File: src/rtl/dmac_ctrl_pkg.sv
package dmac_ctrl_pkg;
  // Field positions inside the control word (read back by software)
  localparam int PRIO_BIT = 0;
  localparam int TCEN_BIT = 1;
  localparam int REQ_LSB  = 4;
endpackage

File: src/rtl/dmac_ctrl_reg.sv
module dmac_ctrl_reg
  import dmac_ctrl_pkg::*;
#(
  parameter int NUM_CH = 4,
  parameter int DATA_W = 8
) (
  input  logic              clk,
  input  logic              rst_n,
  input  logic              wr_en,
  input  logic [DATA_W-1:0] wr_data,
  input  logic [NUM_CH-1:0] hw_req,
  output logic [DATA_W-1:0] rd_data,
  output logic              prio_rotate,
  output logic              tc_enable,
  output logic [NUM_CH-1:0] req_flags
);
  localparam int REQ_MSB = REQ_LSB + NUM_CH - 1;

  logic              prio_q, prio_d;
  logic              tcen_q, tcen_d;
  logic [NUM_CH-1:0] req_q,  req_d;

  // Mode bits: plain load on write
  always_comb begin
    prio_d = prio_q;
    tcen_d = tcen_q;
    if (wr_en) begin
      prio_d = wr_data[PRIO_BIT];
      tcen_d = wr_data[TCEN_BIT];
    end
  end

  // Request flags: written 0 clears, written 1 keeps, hardware set wins
  for (genvar ch = 0; ch < NUM_CH; ch++) begin : g_req
    always_comb begin
      req_d[ch] = req_q[ch];
      if (wr_en && !wr_data[REQ_LSB+ch]) req_d[ch] = 1'b0;
      if (hw_req[ch])                    req_d[ch] = 1'b1;
    end
  end

  always_ff @(posedge clk or negedge rst_n) begin
    if (!rst_n) begin
      prio_q <= 1'b0;
      tcen_q <= 1'b0;
      req_q  <= '0;
    end else begin
      prio_q <= prio_d;
      tcen_q <= tcen_d;
      req_q  <= req_d;
    end
  end

  always_comb begin
    rd_data                  = '0;
    rd_data[PRIO_BIT]        = prio_q;
    rd_data[TCEN_BIT]        = tcen_q;
    rd_data[REQ_MSB:REQ_LSB] = req_q;
  end

  assign prio_rotate = prio_q;
  assign tc_enable   = tcen_q;
  assign req_flags   = req_q;
endmodule

File: src/rtl/dmac_tc_driver.sv
module dmac_tc_driver (
  input  logic clk,
  input  logic rst_n,
  input  logic tc_enable,
  input  logic batch_done,
  input  logic gpio_out,
  input  logic gpio_oe,
  output logic tc_drive,
  output logic pin_out,
  output logic pin_oe
);
  logic drive_q, drive_d;

  always_comb begin
    drive_d = tc_enable & batch_done;
  end

  always_ff @(posedge clk or negedge rst_n) begin
    if (!rst_n) drive_q <= 1'b0;
    else        drive_q <= drive_d;
  end

  // Open-drain in terminal-count mode: only ever drive low
  always_comb begin
    if (tc_enable) begin
      pin_out = 1'b0;
      pin_oe  = drive_q;
    end else begin
      pin_out = gpio_out;
      pin_oe  = gpio_oe;
    end
  end

  assign tc_drive = drive_q;
endmodule

File: src/rtl/dmac_abort_detect.sv
module dmac_abort_detect #(
  parameter int SYNC_STAGES = 2
) (
  input  logic clk,
  input  logic rst_n,
  input  logic pin_in,
  input  logic tc_enable,
  input  logic transfer_active,
  input  logic tc_drive,
  output logic force_terminate
);
  localparam int MASK_LEN = SYNC_STAGES + 1;
  localparam int CNT_W    = $clog2(MASK_LEN + 1);

  logic [SYNC_STAGES-1:0] sync_q, sync_d;
  logic                   prev_q, prev_d;
  logic [CNT_W-1:0]       mask_q, mask_d;
  logic                   sync_lvl;
  logic                   fall_seen;
  logic                   masked;

  assign sync_lvl = sync_q[SYNC_STAGES-1];

  always_comb begin
    sync_d = {sync_q[SYNC_STAGES-2:0], pin_in};
    prev_d = sync_lvl;
  end

  // Mask window follows own drive through the synchronizer
  always_comb begin
    mask_d = mask_q;
    if (tc_drive)           mask_d = CNT_W'(MASK_LEN);
    else if (mask_q != '0)  mask_d = mask_q - 1'b1;
  end

  always_ff @(posedge clk or negedge rst_n) begin
    if (!rst_n) begin
      sync_q <= '1;
      prev_q <= 1'b1;
      mask_q <= '0;
    end else begin
      sync_q <= sync_d;
      prev_q <= prev_d;
      mask_q <= mask_d;
    end
  end

  assign fall_seen       = prev_q & ~sync_lvl;
  assign masked          = tc_drive | (mask_q != '0);
  assign force_terminate = fall_seen & ~masked & tc_enable & transfer_active;
endmodule

File: src/rtl/dmac_ctrl_tc.sv
module dmac_ctrl_tc #(
  parameter int NUM_CH      = 4,
  parameter int DATA_W      = 8,
  parameter int SYNC_STAGES = 2
) (
  input  logic              clk,
  input  logic              rst_n,
  input  logic              wr_en,
  input  logic [DATA_W-1:0] wr_data,
  output logic [DATA_W-1:0] rd_data,
  input  logic [NUM_CH-1:0] hw_req,
  input  logic              batch_done,
  input  logic              transfer_active,
  output logic              force_terminate,
  output logic              prio_rotate,
  output logic              tc_enable,
  output logic [NUM_CH-1:0] req_flags,
  input  logic              gpio_out,
  input  logic              gpio_oe,
  input  logic              pin_in,
  output logic              pin_out,
  output logic              pin_oe
);
  logic tc_drive;

  dmac_ctrl_reg #(.NUM_CH(NUM_CH), .DATA_W(DATA_W)) reg_i (
    .clk(clk), .rst_n(rst_n), .wr_en(wr_en), .wr_data(wr_data),
    .hw_req(hw_req), .rd_data(rd_data), .prio_rotate(prio_rotate),
    .tc_enable(tc_enable), .req_flags(req_flags)
  );

  dmac_tc_driver drv_i (
    .clk(clk), .rst_n(rst_n), .tc_enable(tc_enable),
    .batch_done(batch_done), .gpio_out(gpio_out), .gpio_oe(gpio_oe),
    .tc_drive(tc_drive), .pin_out(pin_out), .pin_oe(pin_oe)
  );

  dmac_abort_detect #(.SYNC_STAGES(SYNC_STAGES)) det_i (
    .clk(clk), .rst_n(rst_n), .pin_in(pin_in), .tc_enable(tc_enable),
    .transfer_active(transfer_active), .tc_drive(tc_drive),
    .force_terminate(force_terminate)
  );
endmodule

File: config.mk
export PLATFORM = sky130hd
export DESIGN_NAME = dmac_ctrl_tc
export DESIGN_NICKNAME = d
export VERILOG_FILES = /design/src/rtl/dmac_ctrl_pkg.sv /design/src/rtl/dmac_ctrl_reg.sv /design/src/rtl/dmac_tc_driver.sv /design/src/rtl/dmac_abort_detect.sv /design/src/rtl/dmac_ctrl_tc.sv
export SDC_FILE = /design/constraint.sdc
export NUM_CORES = 1
export LEC_CHECK = 0
export ABC_CLOCK_PERIOD_IN_PS = 1400
export BUFFER_PORTS_ARGS = -buffer_cell sky130_fd_sc_hd__buf_2
export CELL_PAD_IN_SITES_DETAIL_PLACEMENT = 2
export CELL_PAD_IN_SITES_GLOBAL_PLACEMENT = 2
export CORE_UTILIZATION = 23
export CTS_BUF_LIST = sky130_fd_sc_hd__clkbuf_4 sky130_fd_sc_hd__clkbuf_8
export DETAILED_ROUTE_END_ITERATION = 8
export PLACE_DENSITY_LB_ADDON = 0.1
export SLEW_MARGIN = 40
export SYNTH_ARGS = -nofsm -noshare
export SYNTH_HDL_FRONTEND = slang
export SYNTH_SLANG_ARGS = --single-unit
File: constraint.sdc
create_clock -name clk -period 1.4 [get_ports clk]
set_input_delay 0.28 -clock clk [delete_from_list [all_inputs] [get_ports clk]]
set_output_delay 0.28 -clock clk [all_outputs]
set_load 0.01 [all_outputs]
==> results_dict.tcl <==
set metrics [dict create \
    postSynth.asyncResetShare_pct 100 \
    powerDensity_mw_per_mm2 1270 \
    grt_first_pass_wirelength_um 1780 \
    synthXorXnorAreaFrac_pct 1.64 \
    cts_buffer_depth 2 \
    rows 17 \
    antenna_found_initial 0 \
    drcViolationCount 0 \
    cts_buffers 3 \
    grt_pass1_vias 416 \
    multi_input_area_um2 175 \
    critPathSlowestCell "dfstp_2" \
    yosysTopAreaCellShare_pct 42.2 \
    grt_busiest_layer "met2" \
    hpwl_um 879 \
    yosys.area_share.simple_pct 12.2 \
    synth_enable_flop_cells 0 \
    min_period_over_period_pct 105 \
    synthDistinctLibCells 16 \
    fin_hold_ws_ns 0.108 \
    synth_warnings 0 \
    synth_top_family_by_area "buffers and inverters" \
    maxCapViolCount 0 \
    critPathLaunchType "flip-flop" \
    grt_use_met3_pct 5.76 \
    initial_core_util_pct 24.4 \
    met1_usage_pct 11.8 \
    required_ns 1.12 \
    insertion_delay_ns 0.27 \
    holdCritPathClass "in2reg" \
    critPathMaxFanout 1 \
    timing.final.ws_setup_ns -0.0752 \
    synth_most_common_cell "dfrtp_1" \
    cts.sinks 12 \
    cts.clk_slew.worst_paths_ns 0.07 \
    avgSynthCellArea_um2 12.4 \
    synthTopCellsByArea "dfrtp_1 42%, dfstp_2 15%, buf_4 11%, mux2_2 6.3%, nand2b_1 5.9%" \
    fin_util_pct 34.3 \
    slowest_delay_ns 0.52 \
    power_leakage_uw 0.000381 \
    synthFlopType "dfrtp_1" \
    die_area_mm2 0.00252 \
    drt-total-wl_um 1060 \
    tritoncts "built" \
    port_buffers 32 \
    arrival_ns 1.20 \
    timing.fmax_mhz 678 \
    drt-pass1-iter-count 4 \
    antenna_cells 0 \
    synth_compound_area_share_pct 7.26 \
    violations "negative setup slack" \
    drive_gt1_share_pct 61.3 \
    ant_nets 0 \
    wl_per_cell_um 10.3 \
    clock_skew_ns 0.00376 \
    setup_viol 2 \
    cp-end-kind "output pin" \
    grt.total_usage_pct 9.63 \
    areaGrowthSynthToFinish_pct 40.5 \
    critical_path_class "reg2out" \
    synth_cells 43 \
    grtUsageMet2_pct 15.3 \
    grt_overflow 0 \
    cts_root_buffer "clkbuf_4" \
    status "complete, but fails checks" \
    synthAdderAreaFrac_pct 2.34 \
    nFillCells 261 \
    die_y_um 50.2 \
    crit_chain "nand4b_1, nor3b_2, buf_2" \
    ys_seq_area_share_pct 56.9 \
    io_pins 37 \
    maxSlewViolCount 0 \
    vias 406 \
    drtIter0Drc 4 \
    synth_mux_area_share_pct 6.32 \
    avgViaCountPerCell 3.94 \
    ir_worst_vdd_mv 0.634 \
    grt_max_degree 13 \
    final-hold-violation-count 0 \
    rsz0062_at_grt "yes" \
    core-area_mm2 0.00219 \
    ys_ff_latch 12 \
    min_period_ns 1.48 \
    finalWeightedCongestion 0.668 \
    synth.largest_area_cell "dfrtp_1" \
    seqCellArea_um2 305 \
    setup_tns_ns -0.0906 \
    synthTopCellsByCount "9 x dfrtp_1, 8 x buf_4, 5 x nand2b_1" \
    nets 97 \
    syn_area_um2 534 \
    htree_num_levels 1 \
    die_width_um 50.2 \
]
through the flow:
| step | setup slack [ns] | total power, µW | cells | instance area (µm²) |
|---|---|---|---|---|
| after global routing | -0.143 | 1030 | 103 | 751 |
| after detailed placement | 0.179 | 681 | 97 | 681 |
| final | -0.0752 | 951 | 103 | 751 |
| after floorplan | 0.171 | 598 | 44 | 538 |
| after CTS | -0.107 | 974 | 103 | 751 |
| after global placement | 0.185 | 677 | 97 | 681 |
kinds of logic (layout without fill, tap and decap cells):
group,Yosys count,after routing
buffers and inverters,10,41
flip-flops,12,12
other,1,2
multiplexers,3,3
AO/OA/AOI/OAI,5,5
AND/OR/NAND/NOR,10,10
XOR/XNOR,1,1
adder cells (fa/ha/maj),1,1
worst paths after layout:
| check | slack [ns] | to | cells after the start | start |
|---|---|---|---|---|
| min in group asynchronous | 0.41 | reg_i.req_flags[0] | 2 | rst_n |
| max | -0.08 | force_terminate | 3 | det_i.prev_q |
| max reg2reg | 0.27 | det_i.mask_q[1] | 5 | det_i.mask_q[0] |
| max in group asynchronous | 0.72 | det_i.sync_q[0] | 2 | rst_n |
| min | 0.11 | det_i.sync_q[0] | 1 | pin_in |
| min reg2reg | 0.36 | det_i.sync_q[1] | 0 | det_i.sync_q[0] |
state kept, by name, indices dropped and copies added, names as in the netlist:
| name | cells |
|---|---|
| reg_i.req_flags | 4 |
| det_i.sync_q | 2 |
| det_i.mask_q | 2 |
| reg_i.prio_rotate | 1 |
| drv_i.tc_drive | 1 |
| reg_i.tc_enable | 1 |
| det_i.prev_q | 1 |
cell type report:
type	instances	share of cell area [%]
timing repair buffer	35	25.5
multi-input combinational	22	23.3
sequential	12	40.7
clock buffer	4	4.83
tap	28	4.67
inverter	2	1.00
report_power, final:
part           total, µW  internal [µW]  switching, µW
sequential           435            401           33.9
combinational        246            139            107
clock                270            158            112
cells in the final DEF (no fill, tap or decap), drive strengths merged:
| cell | instances |
|---|---|
| inv | 2 |
| xor2 | 1 |
| clkbuf | 4 |
| nand2b | 5 |
| a21o | 4 |
| nor3b | 1 |
| buf | 34 |
| and2 | 1 |
| conb | 2 |
| nand4b | 1 |
| ha | 1 |
| a211o | 1 |
| dfstp | 3 |
| nor2 | 1 |
| dlygate4sd3 | 1 |
| dfrtp | 9 |
| and2b | 1 |
| mux2 | 3 |
repair_timing:
| item | CTS | global route |
|---|---|---|
| endpoints found under the setup margin | 2 | 2 |
| endpoints found under the hold margin | 9 | 0 |
| setup buffers | 1 | 0 |
| gates resized for setup | 4 | 0 |
| hold buffers | 1 | 0 |
worst max-delay path, delay by kind of cell, from the launching register on:
kind,cells,cell delay [ns]
flops,1,0.52
simple gates,2,0.26
buf+inv,1,0.15
routing by layer:
metal  vias up  wire (µm)
li1        194          -
met1       199        451
met2        13        544
met3         0         67
met4         0          0
met5         -          0
(Power assumes the default switching activity.)
